### src/rtl/fbe_pkg.sv
package fbe_pkg;
  localparam int unsigned BYTE_W    = 8;
  localparam int unsigned BLK_BYTES = 131;
  localparam int unsigned BLK_BITS  = BLK_BYTES * BYTE_W;
  localparam int unsigned PAY_BITS  = 1024;
  localparam int unsigned PAY_BYTES = PAY_BITS / BYTE_W;
  localparam int unsigned HALF_LEN  = BLK_BITS / 2;
  localparam int unsigned POS_W     = $clog2(HALF_LEN);
  localparam int unsigned IDX_W     = POS_W + 1;
  localparam int unsigned BCNT_W    = $clog2(BLK_BYTES);
  localparam int unsigned OCNT_W    = $clog2(PAY_BYTES);

  typedef enum logic [1:0] {
    ST_COLLECT = 2'd0,
    ST_DECIDE  = 2'd1,
    ST_EMIT    = 2'd2,
    ST_FATAL   = 2'd3
  } dec_state_t;

  // Position inside a half of the d-th data item: skip 0, powers of two.
  function automatic int unsigned data_pos(input int unsigned d);
    int unsigned p;
    p = d + 3;
    for (int t = 2; t < int'(POS_W); t++) begin
      if (p >= (32'd1 << t)) p = p + 1;
    end
    return p;
  endfunction
endpackage

### src/rtl/fbe_rst_sync.sv
module fbe_rst_sync (
  input  logic clk,
  input  logic arst_n,
  output logic rst_n
);
  logic [1:0] sync_q;

  always_ff @(posedge clk or negedge arst_n) begin
    if (!arst_n) sync_q <= 2'b00;
    else         sync_q <= {sync_q[0], 1'b1};
  end

  assign rst_n = sync_q[1];
endmodule

### src/rtl/fbe_collect.sv
module fbe_collect
  import fbe_pkg::*;
(
  input  logic                      clk,
  input  logic                      rst_n,
  input  logic                      acc_i,
  input  logic [BYTE_W-1:0]         byte_i,
  output logic                      last_o,
  output logic [BLK_BITS-1:0]       blk_o,
  output logic [1:0][POS_W-1:0]     syn_o,
  output logic [1:0]                par_o
);
  logic [BCNT_W-1:0]     cnt_q, cnt_d;
  logic [1:0][POS_W-1:0] syn_q, syn_d;
  logic [1:0]            par_q, par_d;
  logic [BYTE_W-1:0]     mem_q [BLK_BYTES];
  logic [BYTE_W-1:0]     plain;

  assign plain  = ~byte_i;
  assign last_o = acc_i && (cnt_q == BCNT_W'(BLK_BYTES - 1));

  // Syndrome and parity of both halves, folded in one byte at a time.
  always_comb begin
    syn_d = syn_q;
    par_d = par_q;
    cnt_d = cnt_q;
    if (acc_i) begin
      if (cnt_q == '0) begin
        syn_d = '0;
        par_d = '0;
      end
      for (int i = 0; i < int'(BYTE_W); i++) begin
        if (plain[i]) begin
          syn_d[i % 2] = syn_d[i % 2] ^ ({cnt_q, 2'b00} + POS_W'(i / 2));
          par_d[i % 2] = ~par_d[i % 2];
        end
      end
      cnt_d = last_o ? '0 : cnt_q + 1'b1;
    end
  end

  always_ff @(posedge clk or negedge rst_n) begin
    if (!rst_n) begin
      cnt_q <= '0;
      syn_q <= '0;
      par_q <= '0;
    end else if (acc_i) begin
      cnt_q <= cnt_d;
      syn_q <= syn_d;
      par_q <= par_d;
    end
  end

  always_ff @(posedge clk) begin
    if (acc_i) mem_q[cnt_q] <= plain;
  end

  for (genvar g = 0; g < int'(BLK_BYTES); g++) begin : g_flat
    assign blk_o[g*BYTE_W +: BYTE_W] = mem_q[g];
  end

  assign syn_o = syn_q;
  assign par_o = par_q;

  AST_BYTE_CNT_RANGE: assert property (@(posedge clk) disable iff (!rst_n)
    cnt_q <= BCNT_W'(BLK_BYTES - 1));
endmodule

### src/rtl/fbe_emit.sv
module fbe_emit
  import fbe_pkg::*;
(
  input  logic [BLK_BITS-1:0]   blk_i,
  input  logic [1:0]            fix_en_i,
  input  logic [1:0][IDX_W-1:0] fix_idx_i,
  input  logic [OCNT_W-1:0]     sel_i,
  output logic [BYTE_W-1:0]     byte_o
);
  localparam logic [BLK_BITS-1:0] ONE = BLK_BITS'(1);

  logic [BLK_BITS-1:0] mask, fixed;
  logic [PAY_BITS-1:0] pay;

  always_comb begin
    mask = '0;
    for (int h = 0; h < 2; h++) begin
      if (fix_en_i[h]) mask = mask | (ONE << fix_idx_i[h]);
    end
  end

  assign fixed = blk_i ^ mask;

  for (genvar j = 0; j < int'(PAY_BITS); j++) begin : g_pay
    localparam int unsigned K = 2 * data_pos(j / 2) + (j % 2);
    assign pay[j] = fixed[K];
  end

  assign byte_o = pay[sel_i*BYTE_W +: BYTE_W];
endmodule

### src/rtl/flash_ecc_decoder.sv
module flash_ecc_decoder
  import fbe_pkg::*;
#(
  parameter int unsigned CNT_W = 8
) (
  input  logic              clk,
  input  logic              arst_n,
  input  logic              in_valid,
  output logic              in_ready,
  input  logic [7:0]        in_data,
  output logic              out_valid,
  input  logic              out_ready,
  output logic [7:0]        out_data,
  output logic              copy_sel,
  output logic              refetch_req,
  output logic              corr_pulse,
  output logic              uncorr_pulse,
  output logic [10:0]       corr_index,
  output logic [CNT_W-1:0]  corr_count,
  output logic              fatal
);
  logic rst_n;
  fbe_rst_sync u_rs (.clk(clk), .arst_n(arst_n), .rst_n(rst_n));

  logic                  acc, last;
  logic [BLK_BITS-1:0]   blk;
  logic [1:0][POS_W-1:0] syn;
  logic [1:0]            par;

  assign acc = in_valid && in_ready;

  fbe_collect u_col (
    .clk(clk), .rst_n(rst_n), .acc_i(acc), .byte_i(in_data),
    .last_o(last), .blk_o(blk), .syn_o(syn), .par_o(par)
  );

  // Per-half classification of the finished block.
  logic [1:0]            single, bad;
  logic [1:0][IDX_W-1:0] idx;

  always_comb begin
    for (int h = 0; h < 2; h++) begin
      single[h] = par[h] && (syn[h] <= POS_W'(HALF_LEN - 1));
      bad[h]    = par[h] ? !single[h] : (syn[h] != '0);
      idx[h]    = {syn[h], 1'(h)};
    end
  end

  dec_state_t            st_q, st_d;
  logic [OCNT_W-1:0]     eb_q, eb_d;
  logic                  copy_q, copy_d;
  logic                  refetch_q, refetch_d;
  logic                  corr_q, corr_d;
  logic                  uncorr_q, uncorr_d;
  logic [IDX_W-1:0]      cidx_q, cidx_d;
  logic [CNT_W-1:0]      cnt_q, cnt_d;
  logic [1:0]            fix_en_q, fix_en_d;
  logic [1:0][IDX_W-1:0] fix_idx_q, fix_idx_d;
  logic [CNT_W:0]        sum;

  assign sum = {1'b0, cnt_q} + (CNT_W+1)'(single[0]) + (CNT_W+1)'(single[1]);

  always_comb begin
    st_d      = st_q;
    eb_d      = eb_q;
    copy_d    = copy_q;
    refetch_d = 1'b0;
    corr_d    = 1'b0;
    uncorr_d  = 1'b0;
    cidx_d    = cidx_q;
    cnt_d     = cnt_q;
    fix_en_d  = fix_en_q;
    fix_idx_d = fix_idx_q;
    unique case (st_q)
      ST_COLLECT: if (last) st_d = ST_DECIDE;
      ST_DECIDE: begin
        if (|bad) begin
          uncorr_d = 1'b1;
          if (!copy_q) begin
            copy_d    = 1'b1;
            refetch_d = 1'b1;
            st_d      = ST_COLLECT;
          end else begin
            st_d = ST_FATAL;
          end
        end else begin
          fix_en_d  = single;
          fix_idx_d = idx;
          eb_d      = '0;
          st_d      = ST_EMIT;
          if (|single) begin
            corr_d = 1'b1;
            cidx_d = single[0] ? idx[0] : idx[1];
            cnt_d  = sum[CNT_W] ? '1 : sum[CNT_W-1:0];
          end
        end
      end
      ST_EMIT: begin
        if (out_ready) begin
          if (eb_q == OCNT_W'(PAY_BYTES - 1)) begin
            st_d   = ST_COLLECT;
            copy_d = 1'b0;
          end else begin
            eb_d = eb_q + 1'b1;
          end
        end
      end
      default: st_d = ST_FATAL;
    endcase
  end

  always_ff @(posedge clk or negedge rst_n) begin
    if (!rst_n) begin
      st_q      <= ST_COLLECT;
      eb_q      <= '0;
      copy_q    <= 1'b0;
      refetch_q <= 1'b0;
      corr_q    <= 1'b0;
      uncorr_q  <= 1'b0;
      cidx_q    <= '0;
      cnt_q     <= '0;
      fix_en_q  <= '0;
      fix_idx_q <= '0;
    end else begin
      st_q      <= st_d;
      eb_q      <= eb_d;
      copy_q    <= copy_d;
      refetch_q <= refetch_d;
      corr_q    <= corr_d;
      uncorr_q  <= uncorr_d;
      cidx_q    <= cidx_d;
      cnt_q     <= cnt_d;
      fix_en_q  <= fix_en_d;
      fix_idx_q <= fix_idx_d;
    end
  end

  fbe_emit u_emit (
    .blk_i(blk), .fix_en_i(fix_en_q), .fix_idx_i(fix_idx_q),
    .sel_i(eb_q), .byte_o(out_data)
  );

  assign in_ready     = (st_q == ST_COLLECT);
  assign out_valid    = (st_q == ST_EMIT);
  assign fatal        = (st_q == ST_FATAL);
  assign copy_sel     = copy_q;
  assign refetch_req  = refetch_q;
  assign corr_pulse   = corr_q;
  assign uncorr_pulse = uncorr_q;
  assign corr_index   = cidx_q;
  assign corr_count   = cnt_q;

  AST_OUT_HOLD: assert property (@(posedge clk) disable iff (!rst_n)
    out_valid && !out_ready |=> out_valid && $stable(out_data));
  AST_PHASE_EXCL: assert property (@(posedge clk) disable iff (!rst_n)
    !(in_ready && out_valid));
  AST_PULSE_EXCL: assert property (@(posedge clk) disable iff (!rst_n)
    !(corr_pulse && uncorr_pulse));
  AST_REFETCH_COPY: assert property (@(posedge clk) disable iff (!rst_n)
    refetch_req |-> copy_sel && uncorr_pulse);
  AST_FIX_HALF: assert property (@(posedge clk) disable iff (!rst_n)
    out_valid |-> (!fix_en_q[0] || !fix_idx_q[0][0]) && (!fix_en_q[1] || fix_idx_q[1][0]));
  AST_FATAL_STICKY: assert property (@(posedge clk) disable iff (!rst_n)
    fatal |=> fatal);
  AST_FATAL_QUIET: assert property (@(posedge clk) disable iff (!rst_n)
    fatal |-> !in_ready && !out_valid);
  AST_CNT_SAT: assert property (@(posedge clk) disable iff (!rst_n)
    &corr_count |=> &corr_count);
  AST_CNT_MONO: assert property (@(posedge clk) disable iff (!rst_n)
    corr_count >= $past(corr_count));
endmodule

### config.mk
export PLATFORM = sky130hd
export DESIGN_NAME = flash_ecc_decoder
export DESIGN_NICKNAME = d
export VERILOG_FILES = /design/src/rtl/fbe_pkg.sv /design/src/rtl/fbe_rst_sync.sv /design/src/rtl/fbe_collect.sv /design/src/rtl/fbe_emit.sv /design/src/rtl/flash_ecc_decoder.sv
export SDC_FILE = /design/constraint.sdc
export NUM_CORES = 2
export LEC_CHECK = 0
export BUFFER_PORTS_ARGS = -buffer_cell sky130_fd_sc_hd__buf_2
export CAP_MARGIN = 0
export CORE_MARGIN = 3
export CORE_UTILIZATION = 25
export DETAILED_ROUTE_END_ITERATION = 10
export HOLD_SLACK_MARGIN = 0.06
export MAX_ROUTING_LAYER = met4
export PLACE_DENSITY_LB_ADDON = 0.1
export SKIP_CTS_REPAIR_TIMING = 1
export SYNTH_ARGS = -nofsm -noshare
export SYNTH_HDL_FRONTEND = slang
export SYNTH_SLANG_ARGS = --single-unit
### constraint.sdc
create_clock -name clk -period 2.9 [get_ports clk]
set_input_delay 0.145 -clock clk [delete_from_list [all_inputs] [get_ports clk]]
set_output_delay 0.145 -clock clk [all_outputs]
set_load 0.1 [all_outputs]
# Word-level counts from Yosys, hierarchy flattened
# Memories as Yosys holds them, arrays and structs flattened.
# Cells that the tools add are included.
dict set report totals {
  regBits 87
  latch_bits 0
  ram_bits 1048
  mem_bits_ro 0
  input_bits 12
  out_inout_bits 34
  word_cells 141
  mem_count 1
}
# name words width rd rd_ports_with_merged_regs write_ports line_no
set memory_table {}
lappend memory_table {u_col.mem_q 131 8 131 0 1 fbe_collect.sv:16} ;# logic [BYTE_W-1:0] mem_q [BLK_BYTES];
dict set report classes {
  add_sub_neg 7
  multipliers 0
  div_mod_pow 0
  n_lt_le_gt_ge 2
  n_eq_ne 11
  shifts 3
  n_mux 63
  bitwise 20
  n_reduce_logical 18
}
# operator count
set ops {}
lappend ops {{$mux 1046} 2}
lappend ops {{$shl 1x11->1046 const A} 2}
lappend ops {{$or 1046x1046->1046} 1}
lappend ops {{$xor 1046x1046->1046} 1}
lappend ops {{$shiftx 1024x11->8} 1}
lappend ops {{$mux 10} 14}
lappend ops {{$xor 10x10->10} 8}
lappend ops {{$mux 20} 2}
lappend ops {{$mux 1} 29}
lappend ops {{$mux 7} 3}
lappend ops {{$add 10x2->10 const B} 2}
lappend ops {{$le 10x10->1 const B} 2}
lappend ops {{$reduce_bool 10->1} 2}
lappend ops {{$mux 8} 2}
lappend ops {{$mux 2} 7}
lappend ops {{$pmux 7 s2} 1}
lappend ops {{$mux 11} 1}
lappend ops {{$add 10x1->10 const B} 1}
lappend ops {{$add 8x1->9} 1}
lappend ops {{$add 9x1->9} 1}
lappend ops {{$not 1->1} 9}
lappend ops {{$add 8x1->8 const B} 1}
lappend ops {{$eq 8x8->1 const B} 1}
lappend ops {{$logic_not 8->1} 1}
lappend ops {{other kinds (17)} 29}

# Longest topological paths before layout
dict set report depth {
  depth_word 14
  ltp_mapped 15
  mapped_depth_nobuf 11
}

# Modules after synthesis
# A second synthesis with hierarchy kept.
dict set report hier_totals {
  hier_cells 6073
  hier_area_um2 67098.1
}
# mod instances cells_per_inst area_per_inst_um2 seq_area_each_um2
set by_module_without_submodules {}
lappend by_module_without_submodules {fbe_collect 1 1387 33759.9 32220.9}
lappend by_module_without_submodules {fbe_emit 1 4463 30728.2 0.0}
lappend by_module_without_submodules {flash_ecc_decoder 1 220 2556.2 1376.3}
lappend by_module_without_submodules {fbe_rst_sync 1 3 53.8 50.0}

# Worst setup path after synthesis
# OpenSTA, ideal clock, no wires.
dict set report synth_timing {
  path_kind {register -> output}
  startpoint {register fix_idx_q[14] (netlist bit)}
  endpoint {output port out_data[4]}
  arrival_ns 4.813
  required_ns 2.755
  setup_slack_ns -2.058
  stages_incl_launch_ff 12
  n_path_buf 2
  path_cell_list {dfrtp_1 buf_6 or4b_1 buf_2 nor4_1 nor3_1 or3b_2 a21oi_1 nor4_1 a311oi_1 o21ai_0 a221oi_1}
}
dict set report synth_via {
  elab_chain_len 5
}
# item line_no
set synth_rtl {}
lappend synth_rtl {{start, declared} flash_ecc_decoder.sv:58} ;# logic [1:0][IDX_W-1:0] fix_idx_q, fix_idx_d;
lappend synth_rtl {{start signal, assigned} flash_ecc_decoder.sv:134} ;# fix_idx_q <= fix_idx_d;
lappend synth_rtl {{$shl 1x11->1046} fbe_emit.sv:18} ;# if (fix_en_i[h]) mask = mask | (ONE << fix_idx_i[h]);
lappend synth_rtl {{$or 1046x1046->1046} fbe_emit.sv:18}
lappend synth_rtl {{$mux 1046} fbe_emit.sv:18}
lappend synth_rtl {{$xor 1046x1046->1046} fbe_emit.sv:22} ;# assign fixed = blk_i ^ mask;
lappend synth_rtl {{$shiftx 1024x11->8} fbe_emit.sv:29} ;# assign byte_o = pay[sel_i*BYTE_W +: BYTE_W];
lappend synth_rtl {{end, declared} flash_ecc_decoder.sv:13} ;# output logic [7:0] out_data,
# Every way passes these cells.

# Final worst setup path
dict set report layout_timing {
  startpoint {register fix_idx_q[13] (netlist bit)}
  endpoint {output port out_data[2]}
}
# Same word-level chain as after synthesis.

==> summary.txt <==
Floorplan
  – Placeable Area: 0.247 mm²
  – Initial Utilization: 0.252
  – I/O pin cnt: 46
  – Die ar.: 0.255 mm²
  – Site Rows: 182
  – Die X: slightly above 500 µm
  – Die Y-Extent: roughly 500 µm

Power and ir drop
  – Pwr per Cell Area: 624 mW/mm²
  – Leakage Power: approximately 31 nW
  – VDD IR max: around 0.57 mV

Timing
  – Slew Limit Fails: 0
  – Rel. slew slack: 0.117
  – F_max: slightly below 200 MHz
  – Fin crit share: 1.74
  – RSZ-0062 raised after global routing: true
  – Final WS setup: -2160 ps
  – Setup TNS: -16360 ps
  – # setup viols final: 8
  – Min Tclk post-route: 5060 ps
  – Hold Fails Final Rpt: 0
  – Worst slew pin tran: ~1300 ps
  – Worst Clk Skew: between 30 and 40 ps

Setup path
  – Setup crit start kind: register
  – Critical path arrival: approximately 4900 ps
  – Worst-path maximum fanout: 8
  – WS Path Type: reg -> out
  – Crit end category: output pin
  – Worst EP required: 2760 ps

Final layout
  – Layout Nets: slightly above 7k
  – Fillers: 24.6k
  – Share of cells above drive strength 1: 0.386
  – Fin area: roughly 0.091 mm²
  – Most frequent cells in the layout: buf_4, edfxtp_1, xnor2_1
  – Commonest non-fill, non-tap cell in the layout: buf_4
  – Layout area overhead: 46.1%

Synthesis
  – Area leader, netlist: edfxtp_1
  – Gate Count Post-Synth: between 5k and 6k
  – Number of enable flip-flop cells after synthesis: ~1k
  – Yosys cell types: approximately 110
  – Syn Nets: 5519
  – Area share of the leading cell type in the synthesized netlist: 0.493
  – Register bit count reported by yosys: roughly 1.1k
  – Post-synthesis sequential area ratio: 0.528
  – Syn Area/Cell: about 11 µm²
  – Yosys warnings: 0
  – Synthesized area: approximately 0.062 mm²
  – Top cells by area, synth: edfxtp_1, xnor2_1, xor2_1
  – Ys async rst share: 0.0783
  – Most common flop cell mapped by yosys: edfxtp_1

Routing
  – DR DRC count: 0
  – First-pass DRT Iterations: 8
  – Detail Route Antenna Nets: 0
  – Via Count: roughly 60k
  – Routed vias/inst: around 5.7
  – Drt total wl: between 400000 and 500000 µm
  – Drt first-iter violations: ~8.5k
  – Wire per inst: between 40 and 50 µm

GRT
  – First-pass GRT wire length: about 600000 µm
  – GRT overflow: 0
  – Largest net degree at the start of global routing: around 130
  – Total GRT Usage: 0.383
  – Initial antenna violation count: 46
  – Vias in the first global route: roughly 57k

Run status
  – Outcome: complete, but fails checks
  – Violated checks: setup timing

Place
  – Placer Congestion: around 1.1
  – Dpl cell area: roughly 0.083 mm²
  – Buffers on Ports: 45
  – DP HPWL: 384000 µm
  – Post-place setup slack: -2510 ps

Clock network
  – Num CTS Buffers: approximately 150
  – CTS tree: done
  – Htree depth: 4
  – Clk buf depth: 3
  – Worst skew pair latency: roughly 840 ps
  – Clock sinks: 1111
  – Clock transition at path regs: roughly 60 ps
  – Root Driver: clkbuf_16

Worst hold path
  – HP Class: in -> async

Job
  – Max cap viols: 0
==> final timing paths <==
check / start / end / slack, ps / depth (start not counted)
setup reg to reg: u_col.syn_o[17] / corr_count[7] / 110 / 9
max in group asynchronous: u_rs.sync_q[1] / eb_q[0] / 1880 / 1
min in group clk: out_ready / st_q[1] / 230 / 5
hold reg to reg: u_rs.sync_q[1] / u_col.syn_o[3] / 260 / 0
setup / recovery: fix_idx_q[13] / out_data[2] / -2160 / 15
hold / removal: arst_n / u_rs.sync_q[1] / 210 / 3
==> power by group <==
group	switching [W]	internal, W
sequential	0.000140	0.0175
clock	0.00818	0.0106
combinational	0.0136	0.00671
==> state kept, by name, indices dropped and copies added (netlist names) <==
| signal | flops |
|---|---|
| u_rs.sync_q | 2 |
| u_col.par_o | 2 |
| u_col.mem_q | 1024 |
| st_q | 2 |
| copy_sel | 1 |
| uncorr_pulse | 1 |
| refetch_req | 1 |
| u_col.syn_o | 20 |
| fix_en_q | 2 |
| fix_idx_q | 21 |
| u_col.cnt_q | 8 |
| corr_index | 11 |
| corr_count | 8 |
| eb_q | 7 |
| corr_pulse | 1 |
==> routing by layer <==
| metal | share of wire | GRT usage | up-vias | routed length, µm |
|---|---|---|---|---|
| li1 | - | - | 24100 | - |
| met1 | 0.40 | 0.480 | 31600 | 198000 |
| met2 | 0.43 | 0.555 | 3863 | 210000 |
| met3 | 0.085 | 0.0808 | 1247 | 41900 |
| met4 | 0.086 | 0.256 | 0 | 42200 |
| met5 | 0 | - | - | 0 |
==> worst max-delay path, stage by stage (launching register included) <==
cell      delay [ps]
dfrtp_2          480
buf_4            210
buf_4            120
nand3_1           80
buf_6            180
buf_4            170
nor2_1           180
buf_4            280
a22oi_1          150
xor2_1           230
mux4_2           610
a21oi_4          270
o22ai_4          150
buf_4            160
o311ai_4         500
buf_12           240
==> final cells by class <==
cell class,instances,area (µm²),area share
clock buffers,175,3820,0.0420
diodes,38,95.1,0.00104
multi-input cells,3876,30200,0.331
inverters,24,123,0.00135
repair buffers,2037,18800,0.206
flip-flops and latches,1111,33000,0.362
well taps,3312,4140,0.0455
clock inverters,94,963,0.0106
==> logic make-up (layout without fill, tap and decap cells) <==
family / after synthesis / count (layout) / synth area share
and+or+nand+nor: 1647 / 1647 / 0.132
adders and majority gates: 7 / 7 / 0.00153
AOI/OAI and AO/OA: 1035 / 1035 / 0.113
buffers and inverters: 513 / 2330 / 0.0355
DFF: 1111 / 1111 / 0.528
xor gates and xnor gates: 1007 / 1007 / 0.141
muxes: 179 / 179 / 0.0479
other: 1 / 39 / 0.0000601
==> cells in the mapped netlist, drive strengths merged, types with 13 or more instances <==
master,number
nor4b,13
a21oi,69
o21ai,97
nand3,223
a2111oi,21
or3,23
xnor2,551
nand2,407
mux2i,62
a31oi,20
inv,19
a211oi,67
o211ai,43
nor2b,15
edfxtp,1024
dfrtp,87
nor4bb,14
mux2,24
clkbuf,237
nand4b,14
nor2,435
o221ai,20
nor4,58
xor2,456
and3,19
nand4,22
mux4,93
a22oi,158
buf,252
o22ai,424
nor3,281
a221oi,21
nand3b,18
==> per-stage QoR <==
step	hold WS [ps]	std cells	utilization	total power, W
global route	206	10700	0.368	0.0572
finish	208	10700	0.369	0.0568
CTS	-941	10600	0.355	0.0553
global placement	-68.6	10300	0.335	0.0365
floorplan	-151	5500	-	0.0235
detailed placement	-64.5	10300	0.336	0.0365
Note: power is estimated with default switching activity, not from simulation.
